$ cat config.mk
export PLATFORM = sky130hd
export DESIGN_NAME = fpec_ctrl
export DESIGN_NICKNAME = d
export VERILOG_FILES = /design/src/rtl/fpec_pkg.sv /design/src/rtl/fpec_keylock.sv /design/src/rtl/fpec_array.sv /design/src/rtl/fpec_ctrl.sv
export SDC_FILE = /design/constraint.sdc
export NUM_CORES = 2
export LEC_CHECK = 0
export BUFFER_PORTS_ARGS = -buffer_cell sky130_fd_sc_hd__buf_2
export CORE_MARGIN = 5
export CORE_UTILIZATION = 38
export CTS_CLUSTER_SIZE = 14
export DETAILED_ROUTE_END_ITERATION = 10
export GPL_TIMING_DRIVEN = 0
export SLEW_MARGIN = 0
export SYNTH_ARGS = -nofsm -noshare
export SYNTH_HDL_FRONTEND = slang
export SYNTH_HIERARCHICAL = 1
export SYNTH_SLANG_ARGS = --single-unit
$ cat constraint.sdc
create_clock -name clk -period 9.7 [get_ports clk]
set_clock_uncertainty 0.1 [all_clocks]
set_input_delay 1.94 -clock clk [delete_from_list [all_inputs] [get_ports clk]]
set_output_delay 1.94 -clock clk [all_outputs]
set_load 0.02 [all_outputs]
$ cat src/rtl/fpec_pkg.sv
// Package: shared operation codes, magic keys and register bit positions
// for the key-guarded flash controller. Assumes a 32-bit register bus.
package fpec_pkg;

    typedef enum logic [2:0] {
        OP_NONE = 3'd0,
        OP_PAGE = 3'd1,
        OP_BANK = 3'd2,
        OP_PROG = 3'd3,
        OP_OPT  = 3'd4,
        OP_OBL  = 3'd5
    } fpec_op_e;

    localparam logic [31:0] KEY_MAIN_A = 32'h4567_0123;
    localparam logic [31:0] KEY_MAIN_B = 32'hCDEF_89AB;
    localparam logic [31:0] KEY_OPT_A  = 32'h0819_2A3B;
    localparam logic [31:0] KEY_OPT_B  = 32'h4C5D_6E7F;

    localparam int C_PG    = 0;
    localparam int C_PER   = 1;
    localparam int C_MER1  = 2;
    localparam int C_PNB   = 3;
    localparam int C_BKER  = 11;
    localparam int C_MER2  = 15;
    localparam int C_STRT  = 16;
    localparam int C_OSTRT = 17;
    localparam int C_OBL   = 27;
    localparam int C_OLOCK = 30;
    localparam int C_LOCK  = 31;

    localparam int S_EOP   = 0;
    localparam int S_PROG  = 3;
    localparam int S_ALIGN = 5;
    localparam int S_SIZE  = 6;
    localparam int S_SEQ   = 7;
    localparam int S_BUSY  = 16;

    localparam logic [15:0] ERR_MASK = 16'hC3FA;

endpackage

$ cat src/rtl/fpec_keylock.sv
// Two-word key lock. Opens after KEY_A then KEY_B arrive while enabled.
// Any other value or order jams it shut until reset. Assumes key_wr is
// a single-cycle strobe; relock returns an unjammed lock to its start.
module fpec_keylock #(
    parameter logic [31:0] KEY_A = 32'h0,
    parameter logic [31:0] KEY_B = 32'h1
) (
    input  logic        clk,
    input  logic        rst_n,
    input  logic        enable,
    input  logic        key_wr,
    input  logic [31:0] key_data,
    input  logic        relock,
    output logic        open
);

    typedef enum logic [1:0] {K_IDLE, K_HALF, K_OPEN, K_DEAD} kstate_e;
    kstate_e state_q;

    // Key sequence state machine with sticky jam state.
    always_ff @(posedge clk) begin
        if (!rst_n) begin
            state_q <= K_IDLE;
        end else if (relock && state_q != K_DEAD) begin
            state_q <= K_IDLE;
        end else if (key_wr && enable) begin
            case (state_q)
                K_IDLE:  state_q <= (key_data == KEY_A) ? K_HALF : K_DEAD;
                K_HALF:  state_q <= (key_data == KEY_B) ? K_OPEN : K_DEAD;
                default: state_q <= state_q;
            endcase
        end
    end

    assign open = (state_q == K_OPEN);

    // a jammed lock never recovers before reset
    p_dead_sticky_r3: assert property (@(posedge clk) disable iff (!rst_n)
        state_q == K_DEAD |=> state_q == K_DEAD);

    // the lock opens only on an enabled write of the second key
    p_open_after_key_r2: assert property (@(posedge clk) disable iff (!rst_n)
        $rose(open) |-> $past(key_wr && enable && key_data == KEY_B));

endmodule

$ cat src/rtl/fpec_array.sv
// Flash array model: NUM_DW double-words split into two banks of PAGES
// pages. Applies one erase or program when apply pulses. Assumes the
// controller has already checked the request; reset leaves it erased.
module fpec_array
    import fpec_pkg::*;
#(
    parameter int PAGES       = 4,
    parameter int DW_PER_PAGE = 2,
    parameter int BANKS       = 2,
    localparam int NUM_DW     = BANKS * PAGES * DW_PER_PAGE,
    localparam int IDX_W      = $clog2(NUM_DW),
    localparam int PAGE_W     = (PAGES > 1) ? $clog2(PAGES) : 1
) (
    input  logic              clk,
    input  logic              rst_n,
    input  logic              apply,
    input  fpec_op_e          op,
    input  logic [PAGE_W-1:0] page,
    input  logic              bank,
    input  logic [BANKS-1:0]  bank_mask,
    input  logic [IDX_W-1:0]  prog_idx,
    input  logic [63:0]       prog_data,
    input  logic [IDX_W-1:0]  rd_idx,
    output logic [63:0]       rd_data,
    input  logic [IDX_W-1:0]  chk_idx,
    output logic              chk_blank
);

    logic [63:0] mem [NUM_DW];

    function automatic int bank_of(int i);
        return i / (PAGES * DW_PER_PAGE);
    endfunction

    function automatic int page_of(int i);
        return (i / DW_PER_PAGE) % PAGES;
    endfunction

    // Storage update: erase the selected region or program one double-word.
    always_ff @(posedge clk) begin
        if (!rst_n) begin
            for (int i = 0; i < NUM_DW; i++) mem[i] <= '1;
        end else if (apply) begin
            for (int i = 0; i < NUM_DW; i++) begin
                case (op)
                    OP_PAGE: if (bank_of(i) == int'(bank) && page_of(i) == int'(page))
                                 mem[i] <= '1;
                    OP_BANK: if (bank_mask[bank_of(i)]) mem[i] <= '1;
                    OP_PROG: if (i == int'(prog_idx)) mem[i] <= prog_data;
                    default: ;
                endcase
            end
        end
    end

    assign rd_data   = mem[rd_idx];
    assign chk_blank = (mem[chk_idx] == '1);

    // a program is only ever applied over an erased double-word
    p_prog_blank_r10: assert property (@(posedge clk) disable iff (!rst_n)
        (apply && op == OP_PROG) |-> (mem[prog_idx] == '1));

    // without an apply pulse the storage holds
    p_hold_r11: assert property (@(posedge clk) disable iff (!rst_n)
        !apply |=> ($stable(mem[0]) && $stable(mem[NUM_DW-1])));

endmodule

$ cat src/rtl/fpec_ctrl.sv
// Key-guarded flash program/erase controller. Decodes a simple 32-bit
// register bus, gates control writes behind two key locks, checks program
// and erase requests, runs a fixed busy timer and drives the array model.
// Assumes bus_wr is a single-cycle strobe and reads are combinational.
module fpec_ctrl
    import fpec_pkg::*;
#(
    parameter int          PAGES       = 4,
    parameter int          DW_PER_PAGE = 2,
    parameter int          BUSY_CYCLES = 4,
    parameter logic [31:0] OPT_INIT    = 32'hFFFF_00AA,
    localparam int BANKS    = 2,
    localparam int NUM_DW   = BANKS * PAGES * DW_PER_PAGE,
    localparam int FLASH_AW = $clog2(NUM_DW * 8),
    localparam int ADDR_W   = FLASH_AW + 1
) (
    input  logic              clk,
    input  logic              rst_n,
    input  logic              bus_wr,
    input  logic [ADDR_W-1:0] bus_addr,
    input  logic [31:0]       bus_wdata,
    output logic [31:0]       bus_rdata,
    output logic              busy,
    output logic              eop,
    output logic              err,
    output logic [31:0]       opt_word
);

    localparam int IDX_W  = FLASH_AW - 3;
    localparam int PAGE_W = (PAGES > 1) ? $clog2(PAGES) : 1;
    localparam int CNT_W  = $clog2(BUSY_CYCLES + 1);
    localparam logic [FLASH_AW-1:0] OFF_KEY  = FLASH_AW'(0);
    localparam logic [FLASH_AW-1:0] OFF_OKEY = FLASH_AW'(4);
    localparam logic [FLASH_AW-1:0] OFF_STAT = FLASH_AW'(8);
    localparam logic [FLASH_AW-1:0] OFF_CTRL = FLASH_AW'(12);
    localparam logic [FLASH_AW-1:0] OFF_OPT  = FLASH_AW'(16);

    // ---- bus decode ----
    logic                in_flash;
    logic [FLASH_AW-1:0] off;
    logic                wr_key, wr_okey, wr_stat, wr_ctrl, wr_opt, wr_flash;

    assign in_flash = bus_addr[ADDR_W-1];
    assign off      = bus_addr[FLASH_AW-1:0];
    assign wr_key   = bus_wr && !in_flash && off == OFF_KEY;
    assign wr_okey  = bus_wr && !in_flash && off == OFF_OKEY;
    assign wr_stat  = bus_wr && !in_flash && off == OFF_STAT;
    assign wr_ctrl  = bus_wr && !in_flash && off == OFF_CTRL;
    assign wr_opt   = bus_wr && !in_flash && off == OFF_OPT;
    assign wr_flash = bus_wr && in_flash;

    // ---- state ----
    logic              pg_q, per_q, mer1_q, mer2_q, bker_q, obl_q;
    logic [PAGE_W-1:0] pnb_q;
    logic              st_eop, st_prog, st_align, st_size, st_seq;
    logic [CNT_W-1:0]  cnt_q;
    fpec_op_e          op_q;
    logic [PAGE_W-1:0] op_page;
    logic              op_bank;
    logic [1:0]        op_mask;
    logic [IDX_W-1:0]  op_idx, low_idx;
    logic [63:0]       op_data;
    logic [31:0]       low_q, opt_pend, opt_word_q;
    logic              have_low;
    logic              main_open, opt_open;
    logic              busy_w, finish;
    logic [63:0]       rd_dw;
    logic              chk_blank;

    assign busy_w = (cnt_q != '0);
    assign finish = (cnt_q == CNT_W'(1));

    // ---- control decode ----
    logic ctrl_ok, relock_main, relock_opt, cmd;
    logic w_strt, w_ostrt, w_obl, w_per, w_m1, w_m2, w_pg;
    logic go_page, go_bank, go_opt, go_obl, go_prog, cmd_bad, busy_start, launch;

    assign w_pg    = bus_wdata[C_PG];
    assign w_per   = bus_wdata[C_PER];
    assign w_m1    = bus_wdata[C_MER1];
    assign w_m2    = bus_wdata[C_MER2];
    assign w_strt  = bus_wdata[C_STRT];
    assign w_ostrt = bus_wdata[C_OSTRT];
    assign w_obl   = bus_wdata[C_OBL];

    assign ctrl_ok     = wr_ctrl && main_open && !busy_w;
    assign relock_main = ctrl_ok && bus_wdata[C_LOCK];
    assign relock_opt  = ctrl_ok && bus_wdata[C_OLOCK];
    assign cmd         = ctrl_ok && !bus_wdata[C_LOCK];
    assign go_page     = cmd && w_strt && w_per && !w_m1 && !w_m2 && !w_pg;
    assign go_bank     = cmd && w_strt && !w_per && (w_m1 || w_m2) && !w_pg;
    assign go_opt      = cmd && !w_strt && w_ostrt && opt_open;
    assign go_obl      = cmd && !w_strt && !w_ostrt && w_obl && opt_open;
    assign cmd_bad     = cmd && ((w_strt && !go_page && !go_bank) ||
                                 (!w_strt && w_ostrt && !opt_open) ||
                                 (!w_strt && !w_ostrt && w_obl && !opt_open));
    assign busy_start  = wr_ctrl && main_open && busy_w && (w_strt || w_ostrt || w_obl);

    // ---- program path decode ----
    logic             fl_ok, fl_bad, fl_hi, fl_align, fl_latch, fl_size, fl_match, fl_nonblank;
    logic [IDX_W-1:0] fl_idx;

    assign fl_idx      = off[FLASH_AW-1:3];
    assign fl_hi       = off[2];
    assign fl_ok       = wr_flash && main_open && pg_q && !busy_w;
    assign fl_bad      = wr_flash && !fl_ok;
    assign fl_align    = fl_ok && !have_low && fl_hi;
    assign fl_latch    = fl_ok && !have_low && !fl_hi;
    assign fl_match    = fl_hi && (fl_idx == low_idx);
    assign fl_size     = fl_ok && have_low && !fl_match;
    assign fl_nonblank = fl_ok && have_low && fl_match && !chk_blank;
    assign go_prog     = fl_ok && have_low && fl_match && chk_blank;
    assign launch      = go_page || go_bank || go_opt || go_obl || go_prog;

    // ---- locks ----
    fpec_keylock #(.KEY_A(KEY_MAIN_A), .KEY_B(KEY_MAIN_B)) u_main_lock (
        .clk(clk), .rst_n(rst_n), .enable(1'b1), .key_wr(wr_key),
        .key_data(bus_wdata), .relock(relock_main), .open(main_open)
    );

    fpec_keylock #(.KEY_A(KEY_OPT_A), .KEY_B(KEY_OPT_B)) u_opt_lock (
        .clk(clk), .rst_n(rst_n), .enable(main_open), .key_wr(wr_okey),
        .key_data(bus_wdata), .relock(relock_main || relock_opt), .open(opt_open)
    );

    // Mode bits of the control register.
    always_ff @(posedge clk) begin
        if (!rst_n || relock_main) begin
            {pg_q, per_q, mer1_q, mer2_q, bker_q} <= '0;
            pnb_q <= '0;
        end else if (cmd) begin
            pg_q   <= w_pg;
            per_q  <= w_per;
            mer1_q <= w_m1;
            mer2_q <= w_m2;
            bker_q <= bus_wdata[C_BKER];
            pnb_q  <= bus_wdata[C_PNB +: PAGE_W];
        end
    end

    // Low-word latch for the two-write double-word program.
    always_ff @(posedge clk) begin
        if (!rst_n) begin
            have_low <= 1'b0;
            low_q    <= '0;
            low_idx  <= '0;
        end else if (cmd || relock_main) begin
            have_low <= 1'b0;
        end else if (fl_latch) begin
            have_low <= 1'b1;
            low_q    <= bus_wdata;
            low_idx  <= fl_idx;
        end else if (fl_ok) begin
            have_low <= 1'b0;
        end
    end

    // Busy timer and captured operation.
    always_ff @(posedge clk) begin
        if (!rst_n) begin
            cnt_q   <= '0;
            op_q    <= OP_NONE;
            op_page <= '0;
            op_bank <= 1'b0;
            op_mask <= '0;
            op_idx  <= '0;
            op_data <= '0;
        end else if (launch) begin
            cnt_q   <= CNT_W'(BUSY_CYCLES);
            op_q    <= go_page ? OP_PAGE : go_bank ? OP_BANK : go_opt ? OP_OPT :
                       go_obl ? OP_OBL : OP_PROG;
            op_page <= bus_wdata[C_PNB +: PAGE_W];
            op_bank <= bus_wdata[C_BKER];
            op_mask <= {w_m2, w_m1};
            op_idx  <= low_idx;
            op_data <= {bus_wdata, low_q};
        end else if (busy_w) begin
            cnt_q <= cnt_q - CNT_W'(1);
        end
    end

    // Option word staging, commit and load-launch flag.
    always_ff @(posedge clk) begin
        if (!rst_n) begin
            opt_pend   <= OPT_INIT;
            opt_word_q <= OPT_INIT;
            obl_q      <= 1'b0;
        end else begin
            if (wr_opt && opt_open && !busy_w) opt_pend <= bus_wdata;
            if (finish && op_q == OP_OPT) opt_word_q <= opt_pend;
            if (go_obl) obl_q <= 1'b1;
            else if (finish && op_q == OP_OBL) obl_q <= 1'b0;
        end
    end

    // Sticky status flags: write-one-to-clear, new events win.
    always_ff @(posedge clk) begin
        if (!rst_n) begin
            {st_eop, st_prog, st_align, st_size, st_seq} <= '0;
        end else begin
            if (wr_stat) begin
                if (bus_wdata[S_EOP])   st_eop   <= 1'b0;
                if (bus_wdata[S_PROG])  st_prog  <= 1'b0;
                if (bus_wdata[S_ALIGN]) st_align <= 1'b0;
                if (bus_wdata[S_SIZE])  st_size  <= 1'b0;
                if (bus_wdata[S_SEQ])   st_seq   <= 1'b0;
            end
            if (finish && op_q != OP_OBL)            st_eop   <= 1'b1;
            if (fl_nonblank)                         st_prog  <= 1'b1;
            if (fl_align)                            st_align <= 1'b1;
            if (fl_size)                             st_size  <= 1'b1;
            if (cmd_bad || busy_start || fl_bad)     st_seq   <= 1'b1;
        end
    end

    // ---- array ----
    fpec_array #(.PAGES(PAGES), .DW_PER_PAGE(DW_PER_PAGE), .BANKS(BANKS)) u_array (
        .clk(clk), .rst_n(rst_n), .apply(finish), .op(op_q), .page(op_page),
        .bank(op_bank), .bank_mask(op_mask), .prog_idx(op_idx), .prog_data(op_data),
        .rd_idx(fl_idx), .rd_data(rd_dw), .chk_idx(low_idx), .chk_blank(chk_blank)
    );

    // ---- read mux and outputs ----
    logic [31:0] stat_word, ctrl_word;

    // Assemble the status word from the flags.
    always_comb begin
        stat_word          = '0;
        stat_word[S_EOP]   = st_eop;
        stat_word[S_PROG]  = st_prog;
        stat_word[S_ALIGN] = st_align;
        stat_word[S_SIZE]  = st_size;
        stat_word[S_SEQ]   = st_seq;
        stat_word[S_BUSY]  = busy_w;
    end

    // Assemble the control word from the mode bits and locks.
    always_comb begin
        ctrl_word                  = '0;
        ctrl_word[C_PG]            = pg_q;
        ctrl_word[C_PER]           = per_q;
        ctrl_word[C_MER1]          = mer1_q;
        ctrl_word[C_PNB +: PAGE_W] = pnb_q;
        ctrl_word[C_BKER]          = bker_q;
        ctrl_word[C_MER2]          = mer2_q;
        ctrl_word[C_OBL]           = obl_q;
        ctrl_word[C_OLOCK]         = !opt_open;
        ctrl_word[C_LOCK]          = !main_open;
    end

    // Select read data by address.
    always_comb begin
        if (in_flash)              bus_rdata = fl_hi ? rd_dw[63:32] : rd_dw[31:0];
        else if (off == OFF_STAT)  bus_rdata = stat_word;
        else if (off == OFF_CTRL)  bus_rdata = ctrl_word;
        else if (off == OFF_OPT)   bus_rdata = opt_pend;
        else                       bus_rdata = '0;
    end

    assign busy     = busy_w;
    assign eop      = st_eop;
    assign err      = |(stat_word[15:0] & ERR_MASK);
    assign opt_word = opt_word_q;

    // the timer never exceeds its load value
    p_cnt_bound_r6: assert property (@(posedge clk) disable iff (!rst_n)
        cnt_q <= CNT_W'(BUSY_CYCLES));

    // a finishing array operation raises the end flag and drops busy
    p_eop_finish_r6: assert property (@(posedge clk) disable iff (!rst_n)
        (finish && op_q != OP_OBL) |=> (st_eop && !busy_w));

    // control writes while locked leave the mode bits untouched
    p_locked_hold_r2: assert property (@(posedge clk) disable iff (!rst_n)
        (wr_ctrl && !main_open) |=> $stable({pg_q, per_q, mer1_q, mer2_q, bker_q, pnb_q}));

    // a flash write during busy raises the sequence flag
    p_flash_busy_seq_r11: assert property (@(posedge clk) disable iff (!rst_n)
        (wr_flash && busy_w) |=> st_seq);

    // the load-launch bit only falls when its own timer ends
    p_obl_clear_r13: assert property (@(posedge clk) disable iff (!rst_n)
        $fell(obl_q) |-> !busy_w);

endmodule

==> results.txt <==
----------------------------------------------------
[Routing]
  Number of violations reported at the end of detailed-routing iteration 0 ... 5912
  Post-route antenna net violation count ... 0
  Number of search-and-repair iterations in the first detailed-routing pass ... 6
  Routed wire length ... 212 mm
  DRC violations left ... 0
  Detailed-route via count ... 41.5k
  Drt wl/cell ... 31.6 um
  Ratio of routed vias to standard cells ... 6.17

[STA]
  Final period util ... 91.6%
  Final setup violating endpoints ... 0
  RSZ-0062 raised after global routing ... no
  Worst slew margin relative to its limit ... -6.36%
  Post-route setup TNS ... 0 ns
  Minimum clock period after layout ... 8.88 ns
  Final count of hold timing violations ... 0
  Transition time of the tightest slew-check pin ... 1.60 ns
  Worst hold margin ... 0.352 ns
  Peak Freq ... 113 MHz
  Number of slew-limit violations in the final report ... 22

[Floorplan]
  Die ar. ... 159000 um2
  Count of standard-cell rows ... 142
  I/O pins ... 110
  Initial Util ... 38.3%
  Die H ... 399 um
  Area inside the core boundary ... 150000 um2
  Horiz. Die Dim ... 399 um

[Clocking]
  Clock transition at the register clock pins on the worst setup and hold paths after CTS ... 0.06 ns
  Number of buffers added by the clock tree synthesis step ... 132
  Number of buffers inserted to repair setup after CTS ... 0
  Source-to-sink clock delay at the later pin of the worst-skew pair ... 0.75 ns
  Clock Tree Buf Depth ... 3
  Clock tree from TritonCTS ... yes
  Post-CTS Resized ... 0
  Hold Buf Count CTS ... 0
  Buffer cell driving the clock tree root ... sky130_fd_sc_hd__clkbuf_16
  # clock sinks ... 1216
  Deepest level of the CTS H-tree ... 4

[Final layout]
  Fraction of layout instances using a drive strength above 1 ... 20.8%
  Number of non-filler instances in the completed layout ... 6724
  Layout Area Growth over Synthesis ... 14.2%
  Number of nets at the end of the flow ... 4640

[Synthesis]
  Main flop type after synthesis ... sky130_fd_sc_hd__edfxtp_1
  Multiplexer fraction of the synthesized cell area ... 13.1%
  Ranking of synthesized cells by instance count ... sky130_fd_sc_hd__edfxtp_1, sky130_fd_sc_hd__or3_1, sky130_fd_sc_hd__clkbuf_1, sky130_fd_sc_hd__mux4_2, sky130_fd_sc_hd__nand2_1
  Post-Synthesis Cell Area ... 57400 um2
  Most frequent cell after synthesis ... sky130_fd_sc_hd__edfxtp_1
  Synthesized-area fraction occupied by xor and xnor cells ... 0.0762%
  Synth Area in Simple Gates ... 19.6%
  Synth unique cells ... 77
  Post-synthesis adder-cell area fraction ... 0.0654%
  Instance count of the mapped netlist ... 4330
  Mean cell area of the mapped netlist ... 13.3 um2
  Yosys Warn Count ... 6
  Main area contributors after synthesis ... sky130_fd_sc_hd__edfxtp_1, sky130_fd_sc_hd__mux4_2, sky130_fd_sc_hd__dfxtp_1
  Compound-cell area share of the yosys netlist ... 3.74%
  Fraction of synthesized cell area taken by the top area cell type ... 53.5%
  Number of synthesized flops with an enable pin ... 1024
  Top cell type by total area after synthesis ... sky130_fd_sc_hd__edfxtp_1
  Seq/Total Area, Yosys ... 60.2%
  Post-Syn Nets ... 4376
  Async set-or-reset flop fraction in the synthesized netlist ... 0%
  Synthesized flop and latch total ... 1216
  Main combinational cell family by area after synthesis ... simple AND/OR/NAND/NOR gates

[Setup path]
  Minimum setup slack among reg-to-reg paths ... 3.01 ns
  Setup crit end ... bus_rdata[29]
  Start point of the critical path ... bus_addr[3]
  Logic depth of the worst setup path including buffers ... 10
  Critical path startpoint category ... input pin
  Ordered cell list for the critical path ... buf_2, clkbuf_1, clkbuf_1, buf_2, mux4_2, mux4_2, mux2i_1, nor2_1, a31o_2, buf_2
  Slowest library cell on the worst path ... sky130_fd_sc_hd__clkbuf_1
  Worst EP arrival ... 6.84 ns
  Dominant delay contributor by cell family on the critical path ... buffers and inverters
  Nature of the critical path endpoint ... output port
  Delay contributed by the slowest stage of the critical path ... 1.20 ns
  Worst reg2reg endpoint ... op_data[61]$_SDFFE_PN0P_
  Largest driver fanout on the critical path ... 10
  Start-to-end type of the worst setup path ... input pin to output port
  Worst path buffer plus inverter count ... 5
  CP most frequent cell ... sky130_fd_sc_hd__buf_2
  R2R cell count ... 13
  Req. time, crit path ... 7.66 ns
  Worst reg2reg startpoint ... low_idx[1]$_SDFFE_PN0P_

[Global route]
  Global route overflow ... 0
  Number of global-route vias before repair ... 39.5k
  Pin count of the biggest net entering global routing ... 65
  Initial antenna violation count ... 19
  Wire length of the first global-routing pass ... 294 mm
  Total global routing track utilization ... 26.1%

[Flow run]
  Number of max-capacitance violations reported ... 2

[Run status]
  Status ... finished with violations
  Violated checks ... capacitance limit, slew limit

[Placement]
  IO buf count ... 108
  HPWL after detailed placement ... 166 mm
  RePlAce Congestion ... 1.04
  Number of placed instances, taps included ... 6476

[Worst hold path]
  Startpoint of the lowest-slack hold path ... low_q[22]$_SDFFE_PN0P_
  Class of the worst hold path ... register to register

[Pwr]
  Leakage ... 17.6 nW
  PnR Total Power ... 11.2 mW
  Total power per unit cell area ... 171 nW/um2
  Worst IR drop on VDD ... 0.148 mV

----------------------------------------------------
[flip-flops by register name, indices dropped and copies added, names as in the netlist, 3 cells and up]
register     count
cnt_q            3
low_idx          4
low_q           32
op_data         62
op_idx           4
op_q             3
opt_pend        32
opt_word        32
u_array/mem   1024
[cell type report]
| cell class | count | area [um2] |
|---|---|---|
| fillers | 13648 | 84600 |
| clock inverters | 67 | 698 |
| flip-flops and latches | 1216 | 34600 |
| diodes | 6 | 15.0 |
| well taps | 2016 | 2520 |
| plain buffers | 419 | 1710 |
| inverters | 18 | 67.6 |
| multi-input cells | 2677 | 21200 |
| repair buffers | 130 | 1060 |
| clock buffers | 175 | 3680 |
[where the power goes]
group / internal (mW) / leakage (nW) / switching (mW) / total (mW)
Clock: 3.00 / 2.12 / 2.10 / 5.09
Combinational: 0.136 / 7.03 / 0.314 / 0.449
Sequential: 5.65 / 8.47 / 0.00899 / 5.65
[kinds of logic (layout without fill, tap and decap cells)]
logic type | after synthesis | count (layout)
muxes | 351 | 351
buffers and inverters | 437 | 809
xor gates and xnor gates | 5 | 5
DFF | 1216 | 1216
other | 1 | 7
AOI/OAI and AO/OA | 364 | 364
and+or+nand+nor | 1953 | 1953
adders and majority gates | 3 | 3
[cells in the final DEF (no fill, tap or decap), types with 18 or more instances in the layout]
cell	netlist	layout
sky130_fd_sc_hd__dfxtp_1	192	192
sky130_fd_sc_hd__nand4_1	194	194
sky130_fd_sc_hd__nand3_1	177	177
sky130_fd_sc_hd__nor4b_1	19	19
sky130_fd_sc_hd__or2_1	56	56
sky130_fd_sc_hd__nor4_1	20	20
sky130_fd_sc_hd__or3_1	586	586
sky130_fd_sc_hd__nand2_1	290	286
sky130_fd_sc_hd__nand2b_1	201	198
sky130_fd_sc_hd__mux2i_1	21	21
sky130_fd_sc_hd__edfxtp_1	1024	1024
sky130_fd_sc_hd__nor3_1	56	56
sky130_fd_sc_hd__o21ai_0	101	92
sky130_fd_sc_hd__buf_2	56	165
sky130_fd_sc_hd__clkbuf_16	0	140
sky130_fd_sc_hd__clkbuf_1	334	362
sky130_fd_sc_hd__a21oi_1	157	157
sky130_fd_sc_hd__nor2_1	68	68
sky130_fd_sc_hd__a31o_2	18	18
sky130_fd_sc_hd__clkinv_1	2	27
sky130_fd_sc_hd__mux4_2	321	321
sky130_fd_sc_hd__or2_2	203	203
[per-layer routing]
metal  vias to the layer above  global-route usage (%)  part of all wire (%)  wire (um)
met2                      2981                    39.0                    43      91400
met3                       441                    7.61                    13      27500
met4                         4                    12.0                   5.5      11700
met5                         -                       0                 0.013         27
li1                      17277                       -                     -          -
met1                     20751                    35.3                    38      81600
[metrics by stage]
stage                     util [%]  setup WS, ns  instance area [um2]
after floorplan                  -          1.78                57400
after global placement        40.3         -1.57                60500
after detailed placement      40.7          1.13                61200
after CTS                     43.7          1.10                65600
after global routing          43.7         0.873                65600
final                         43.7         0.816                65600
[tightest hold or removal path, cell delays in order, from the launching register on]
cell and delay [ns]:
sky130_fd_sc_hd__dfxtp_1 0.30, sky130_fd_sc_hd__nand2_1 0.05, sky130_fd_sc_hd__a21oi_1 0.05
[worst min-delay path by stage]
stage | to | cells after the start
5_1_grt | low_q[2]$_SDFFE_PN0P_ | 2
3_3_place_gp | low_q[11]$_SDFFE_PN0P_ | 2
6_report | low_q[22]$_SDFFE_PN0P_ | 2
4_1_cts | low_q[1]$_SDFFE_PN0P_ | 2
2_1_floorplan | bker_q$_SDFFE_PP0N_ | 2
3_5_place_dp | low_q[1]$_SDFFE_PN0P_ | 2
(Power assumes the default switching activity.)
